`src/rtl/bbx_pkg.sv`:
```
// Package: shared constants and the encoding of the register select.
// Assumes two request ports: port 0 is fetch, port 1 is data.
package bbx_pkg;
    localparam int NUM_PORTS = 2;
    localparam int NUM_REGS  = 2 * NUM_PORTS;
    localparam int SEL_W     = $clog2(NUM_REGS);

    // Select value = {port, is_length}
    typedef enum logic [SEL_W-1:0] {
        SEL_CODE_BASE = 2'd0,
        SEL_CODE_LEN  = 2'd1,
        SEL_DATA_BASE = 2'd2,
        SEL_DATA_LEN  = 2'd3
    } seg_sel_e;
endpackage

```
`src/rtl/bbx_seg_regs.sv`:
```
// Module: segment register file with a privilege-gated load port.
// What it does: holds a base and a length for every port and loads one
// register per cycle, but only while supervisor mode is high. A user-mode
// load is dropped and answered with a one-cycle error pulse.
// Assumes: sel = {port, is_length}; synchronous active-low reset clears all.
module bbx_seg_regs
    import bbx_pkg::*;
#(
    parameter int AW = 32
) (
    input  logic                           clk,
    input  logic                           rst_n,
    input  logic                           we,
    input  logic [SEL_W-1:0]               sel,
    input  logic [AW-1:0]                  wdata,
    input  logic                           sup,
    output logic [NUM_PORTS-1:0][AW-1:0]   base_o,
    output logic [NUM_PORTS-1:0][AW-1:0]   len_o,
    output logic                           err_o
);
    logic [NUM_REGS-1:0][AW-1:0] seg_q;
    logic                        err_q;
    logic                        user_try;

    // Flag a load that arrives outside supervisor mode
    assign user_try = we & ~sup;

    // Register storage and error pulse
    always_ff @(posedge clk) begin
        if (!rst_n) begin
            seg_q <= '0;
            err_q <= 1'b0;
        end else begin
            err_q <= user_try;
            if (we && sup) seg_q[sel] <= wdata;
        end
    end

    // Fan the storage out to the ports: even index base, odd index length
    for (genvar p = 0; p < NUM_PORTS; p++) begin : g_port_out
        assign base_o[p] = seg_q[2*p];
        assign len_o[p]  = seg_q[2*p+1];
    end

    assign err_o = err_q;

    // a user-mode load leaves every register as it was
    a_r7_user_load_ignored: assert property (@(posedge clk) disable iff (!rst_n)
        (we && !sup) |=> (seg_q == $past(seg_q)));
    // the error pulse follows a user-mode load
    a_r7_err_follows_user_load: assert property (@(posedge clk) disable iff (!rst_n)
        (we && !sup) |=> err_o);
    // no pulse without a user-mode load
    a_r7_err_only_on_user_load: assert property (@(posedge clk) disable iff (!rst_n)
        !(we && !sup) |=> !err_o);
    // a supervisor load lands in the selected register
    a_r6_sup_load_lands: assert property (@(posedge clk) disable iff (!rst_n)
        (we && sup) |=> (seg_q[$past(sel)] == $past(wdata)));
endmodule

```
`src/rtl/bbx_seg_xlate.sv`:
```
// Module: one translation lane.
// What it does: adds the base to the logical address, compares the address
// with the segment length, and registers the physical address and the
// OK/fault outcome.
// Assumes: the address is presented together with req; the physical address
// register holds its value in cycles without a request.
module bbx_seg_xlate #(
    parameter int AW = 32
) (
    input  logic          clk,
    input  logic          rst_n,
    input  logic          req,
    input  logic [AW-1:0] laddr,
    input  logic [AW-1:0] base,
    input  logic [AW-1:0] seg_len,
    output logic [AW-1:0] paddr_q,
    output logic          ok_q,
    output logic          fault_q
);
    logic [AW-1:0] sum;
    logic          outside;

    // Relocation adder, wraps modulo 2^AW
    assign sum = base + laddr;
    // Limit comparator: at or past the length is outside
    assign outside = (laddr >= seg_len);

    // Output stage
    always_ff @(posedge clk) begin
        if (!rst_n) begin
            paddr_q <= '0;
            ok_q    <= 1'b0;
            fault_q <= 1'b0;
        end else begin
            ok_q    <= req & ~outside;
            fault_q <= req & outside;
            if (req) paddr_q <= sum;
        end
    end

    // one outcome at most
    a_r3_single_outcome: assert property (@(posedge clk) disable iff (!rst_n)
        !(ok_q && fault_q));
    // no request, no outcome
    a_r4_idle_quiet: assert property (@(posedge clk) disable iff (!rst_n)
        !req |=> (!ok_q && !fault_q));
    // a request always yields an outcome
    a_r3_req_answered: assert property (@(posedge clk) disable iff (!rst_n)
        req |=> (ok_q || fault_q));
endmodule

```
`src/rtl/seg_translator.sv`:
```
// Module: top of the base-and-limit translator.
// What it does: one shared segment register file and one translation lane
// each for fetch (port 0) and data (port 1).
// Assumes: a request's result appears after the next rising edge.
module seg_translator
    import bbx_pkg::*;
#(
    parameter int AW = 32
) (
    input  logic          clk,
    input  logic          rst_n,
    input  logic          cfg_we,
    input  logic [1:0]    cfg_sel,
    input  logic [AW-1:0] cfg_wdata,
    input  logic          priv_sup,
    output logic          err_pulse,
    input  logic          if_req,
    input  logic [AW-1:0] if_laddr,
    output logic [AW-1:0] if_paddr,
    output logic          if_ok,
    output logic          if_fault,
    input  logic          dm_req,
    input  logic [AW-1:0] dm_laddr,
    output logic [AW-1:0] dm_paddr,
    output logic          dm_ok,
    output logic          dm_fault
);
    logic [NUM_PORTS-1:0][AW-1:0] base_w, len_w, laddr_w, paddr_w;
    logic [NUM_PORTS-1:0]         req_w, ok_w, fault_w;

    // Gather the port-level signals into arrays indexed by port
    assign req_w   = {dm_req, if_req};
    assign laddr_w = {dm_laddr, if_laddr};

    bbx_seg_regs #(.AW(AW)) i_regs (
        .clk    (clk),
        .rst_n  (rst_n),
        .we     (cfg_we),
        .sel    (cfg_sel),
        .wdata  (cfg_wdata),
        .sup    (priv_sup),
        .base_o (base_w),
        .len_o  (len_w),
        .err_o  (err_pulse)
    );

    for (genvar p = 0; p < NUM_PORTS; p++) begin : g_lane
        bbx_seg_xlate #(.AW(AW)) i_lane (
            .clk     (clk),
            .rst_n   (rst_n),
            .req     (req_w[p]),
            .laddr   (laddr_w[p]),
            .base    (base_w[p]),
            .seg_len (len_w[p]),
            .paddr_q (paddr_w[p]),
            .ok_q    (ok_w[p]),
            .fault_q (fault_w[p])
        );
    end

    // Split the lane results back out to the port pins
    assign if_paddr = paddr_w[0];
    assign if_ok    = ok_w[0];
    assign if_fault = fault_w[0];
    assign dm_paddr = paddr_w[1];
    assign dm_ok    = ok_w[1];
    assign dm_fault = fault_w[1];
endmodule

```
`config.mk`:
```
export PLATFORM = sky130hd
export DESIGN_NAME = seg_translator
export DESIGN_NICKNAME = d
export VERILOG_FILES = /design/src/rtl/bbx_pkg.sv /design/src/rtl/bbx_seg_regs.sv /design/src/rtl/bbx_seg_xlate.sv /design/src/rtl/seg_translator.sv
export SDC_FILE = /design/constraint.sdc
export NUM_CORES = 1
export LEC_CHECK = 0
export ABC_CLOCK_PERIOD_IN_PS = 4920
export BUFFER_PORTS_ARGS = -buffer_cell sky130_fd_sc_hd__buf_4
export CAP_MARGIN = 25
export CORE_ASPECT_RATIO = 1.1
export CORE_MARGIN = 2
export CORE_UTILIZATION = 25
export DETAILED_ROUTE_END_ITERATION = 7
export PLACE_DENSITY = 0.51
export SYNTH_ARGS = -nofsm -noshare
export SYNTH_HDL_FRONTEND = slang
export SYNTH_SLANG_ARGS = --single-unit
```
`constraint.sdc`:
```
create_clock -name clk -period 4.92 [get_ports clk]
set_input_delay 0.738 -clock clk [delete_from_list [all_inputs] [get_ports clk]]
set_output_delay 0.738 -clock clk [all_outputs]
set_load 0.05 [all_outputs]
```
==> metrics.yaml <==
area_delta_synth_final_pct: 21.9
synth_edf_count: 0
worst_pin_slew_ps: 729
grt.overflow.total: 0
leakage_nw: 5.73
track_usage_pct: 15.3
crit_path_frequent_cell: "o21ai_1"
utilization_pct: 30.8
synth_cells: 1462
fin_crit_ps: 3040
n_fill_cell: 4929
clockBufferDepth: 2
fp.dieH_um: 229
syn-num-nets: 1694
vias_per_cell: 4.78
worst_setup_path_start_kind: "input pin"
fmax_mhz: 329
hp-class: "reg2reg"
grt_pass1_wl_mm: 57.3
crit_slowest_cell: "fa_1"
fp.dieW_um: 208
arrival_ps: 3370
setup_viol_count_final: 0
grt.met2_usage_pct: 26.7
totalPowerFinal_mw: 4.01
syn_area_um2: 11500
rsz0062_at_grt: "false"
synth_area_leaders: "dfxtp_1 (34%), ha_1 (14%), nand2_1 (10%), a21oi_1 (8.9%), mux2i_1 (2.8%)"
peakVddDrop_v: 0.000244
ant_nets: 0
grt_pass1_vias: 10500
syn_area_per_cell_um2: 7.86
cts_resized: 0
final_nets: 1827
drive_gt1_share_pct: 14.3
routedWlPerCell_um: 16.5
drt_iter0_drc: 450
max_slew_margin_pct: 51.4
dieArea_um2: 47700
numCtsBuffers: 17
std_cell_rows: 82
grt_max_degree: 65
drv_cap: 0
place_congestion: 0.859
fin_tns_setup_ps: 0
status: "finished clean"
num_io_pins: 173
use_met3_pct: 3.52
core-area_um2: 45500
ys.warnings.count: 0
synth_seq_cells: 197
post-route-period-util_pct: 61.7
clockRootBuffer: "clkbuf_16"
htreeDepth: 4
path_cells: "buf_4, ha_1, fa_1, a211oi_1, o21ai_1, a41oi_1, o31ai_2, a21oi_1, o31a_1, o21ai_1, xnor2_1, o21ai_1"
route.vias.total: 10500
synth_ff_type: "dfxtp_1"
critical_path_class: "in2reg"
clkTransAtPathRegs_ps: 70
dp_hpwl_mm: 28.1
postCtsSetupRepairBufs: 0
use_met1_pct: 18.7
final-hold-violation-count: 0
route.detailed.drc: 0
dp_slack_ps: 1470
synth_top_area_share_pct: 34.3
required_ps: 5250
firstDrtPassIters: 5
critPathMaxStageDelay_ps: 440
initial_core_util_pct: 25.3
cts_num_sinks: 197
clock_skew_ps: 8.15
path_delay_family: "compound AO/OA/AOI/OAI gates"
netlist-cell-type-count: 62
seq_area_frac_synth_pct: 34.3
port_buffers: 172
clkLatencyLatePin_ps: 450
antenna_found_initial: 5
async_reset_ff_share_pct: 0
grt.busiest_layer: "met2"
routed_wl_mm: 36.2
final_common_cell: "nand2_1"
powerDensity_nw_per_um2: 287
slew_violations: 0
holdWs_ps: 455
finalWorstSetupSlack_ps: 1880
crit_path_end_kind: "flip-flop"
cts_hold_buf: 0
cp_max_fo: 3
cts_tree: "built"
yosys.area.top_type: "dfxtp_1"
cp.buffers_inverters: 1
final_cell_mix: "nand2_1 (314), a21oi_1 (204), dfxtp_1 (197)"
## cell usage after synthesis, types with 9 or more instances
master	n
a21o_1	38
nand2_1	314
dfxtp_1	197
xnor2_1	34
a31oi_1	9
inv_1	80
nand2b_1	13
clkbuf_1	58
nand3_1	18
ha_1	126
xor2_1	17
o21a_1	11
o21ai_0	58
nand4_1	24
nor2b_1	9
a21oi_1	204
a21boi_0	14
a211oi_1	10
nor2_1	81
mux2i_1	32
## worst paths after layout
| check | start | endpoint | slack [ps] | depth (start not counted) |
|---|---|---|---|---|
| hold / removal | g_lane[1].i_lane.paddr_q[24] | g_lane[1].i_lane.paddr_q[24] | 460 | 2 |
| setup reg to reg | i_regs.base_o[32] | g_lane[1].i_lane.paddr_q[24] | 1960 | 11 |
| setup / recovery | dm_laddr[0] | g_lane[1].i_lane.paddr_q[24] | 1880 | 12 |
| hold reg to reg | g_lane[1].i_lane.paddr_q[24] | g_lane[1].i_lane.paddr_q[24] | 460 | 2 |
## report_power, final
| group | switching [mW] | internal [mW] | leakage (nW) |
|---|---|---|---|
| registers | 0.0335 | 1.66 | 1.61 |
| clock network | 0.659 | 0.915 | 0.305 |
| logic | 0.472 | 0.277 | 3.82 |
| total | 1.16 | 2.85 | 5.73 |
## through the flow
stage / std cells / area, um^2
floorplan: 1462 / 11500
global placement: 2163 / 13300
detailed placement: 2164 / 13400
CTS: 2196 / 14000
global route: 2196 / 14000
finish: 2197 / 14000
## state kept, by name, indices dropped and copies added (netlist names)
signal                 flops
g_lane.i_lane.ok_q         2
g_lane.i_lane.paddr_q     64
g_lane.i_lane.fault_q      2
i_regs.err_o               1
i_regs.len_o              64
i_regs.base_o             64
## area by class of cell
cell class,instances,area (um^2),share of cell area (%)
Timing Repair Buffer,183,1390,9.96
Clock buffer,19,443,3.16
Tap cell,588,736,5.25
Antenna cell,1,2.50,0.0179
Clock inverter,13,204,1.46
Sequential cell,197,3940,28.2
Multi-Input combinational cell,1115,6970,49.8
Inverter,81,307,2.19
## worst register-to-register path, stage by stage (launching register included)
cell and delay (ps):
dfxtp_1 330, ha_1 230, fa_1 440, a211oi_1 330
o21ai_1 200, a41oi_1 360, o31ai_2 140, a21oi_1 290
o31a_1 220, o21ai_1 100, xnor2_1 140, o21ai_1 70
## metal layers
layer,part of all wire [%],wire [um],up-vias
li1,-,-,5297
met1,44,15900,4942
met2,49,17700,217
met3,5.2,1870,42
met4,1.8,651,8
met5,0.12,45,-
## cell families (layout without fill, tap and decap cells)
family                     Yosys count  count (layout)  share of synthesized area, %
muxes                               32              32                          2.79
buffers and inverters              150             296                          5.01
and+or+nand+nor                    500             500                          18.6
other                                0               1                             0
AOI/OAI and AO/OA                  404             404                          21.3
xor gates and xnor gates            51              51                          3.89
adders and majority gates          128             128                          14.1
DFF                                197             197                          34.3
No activity file was read; power rests on OpenSTA's default activity.
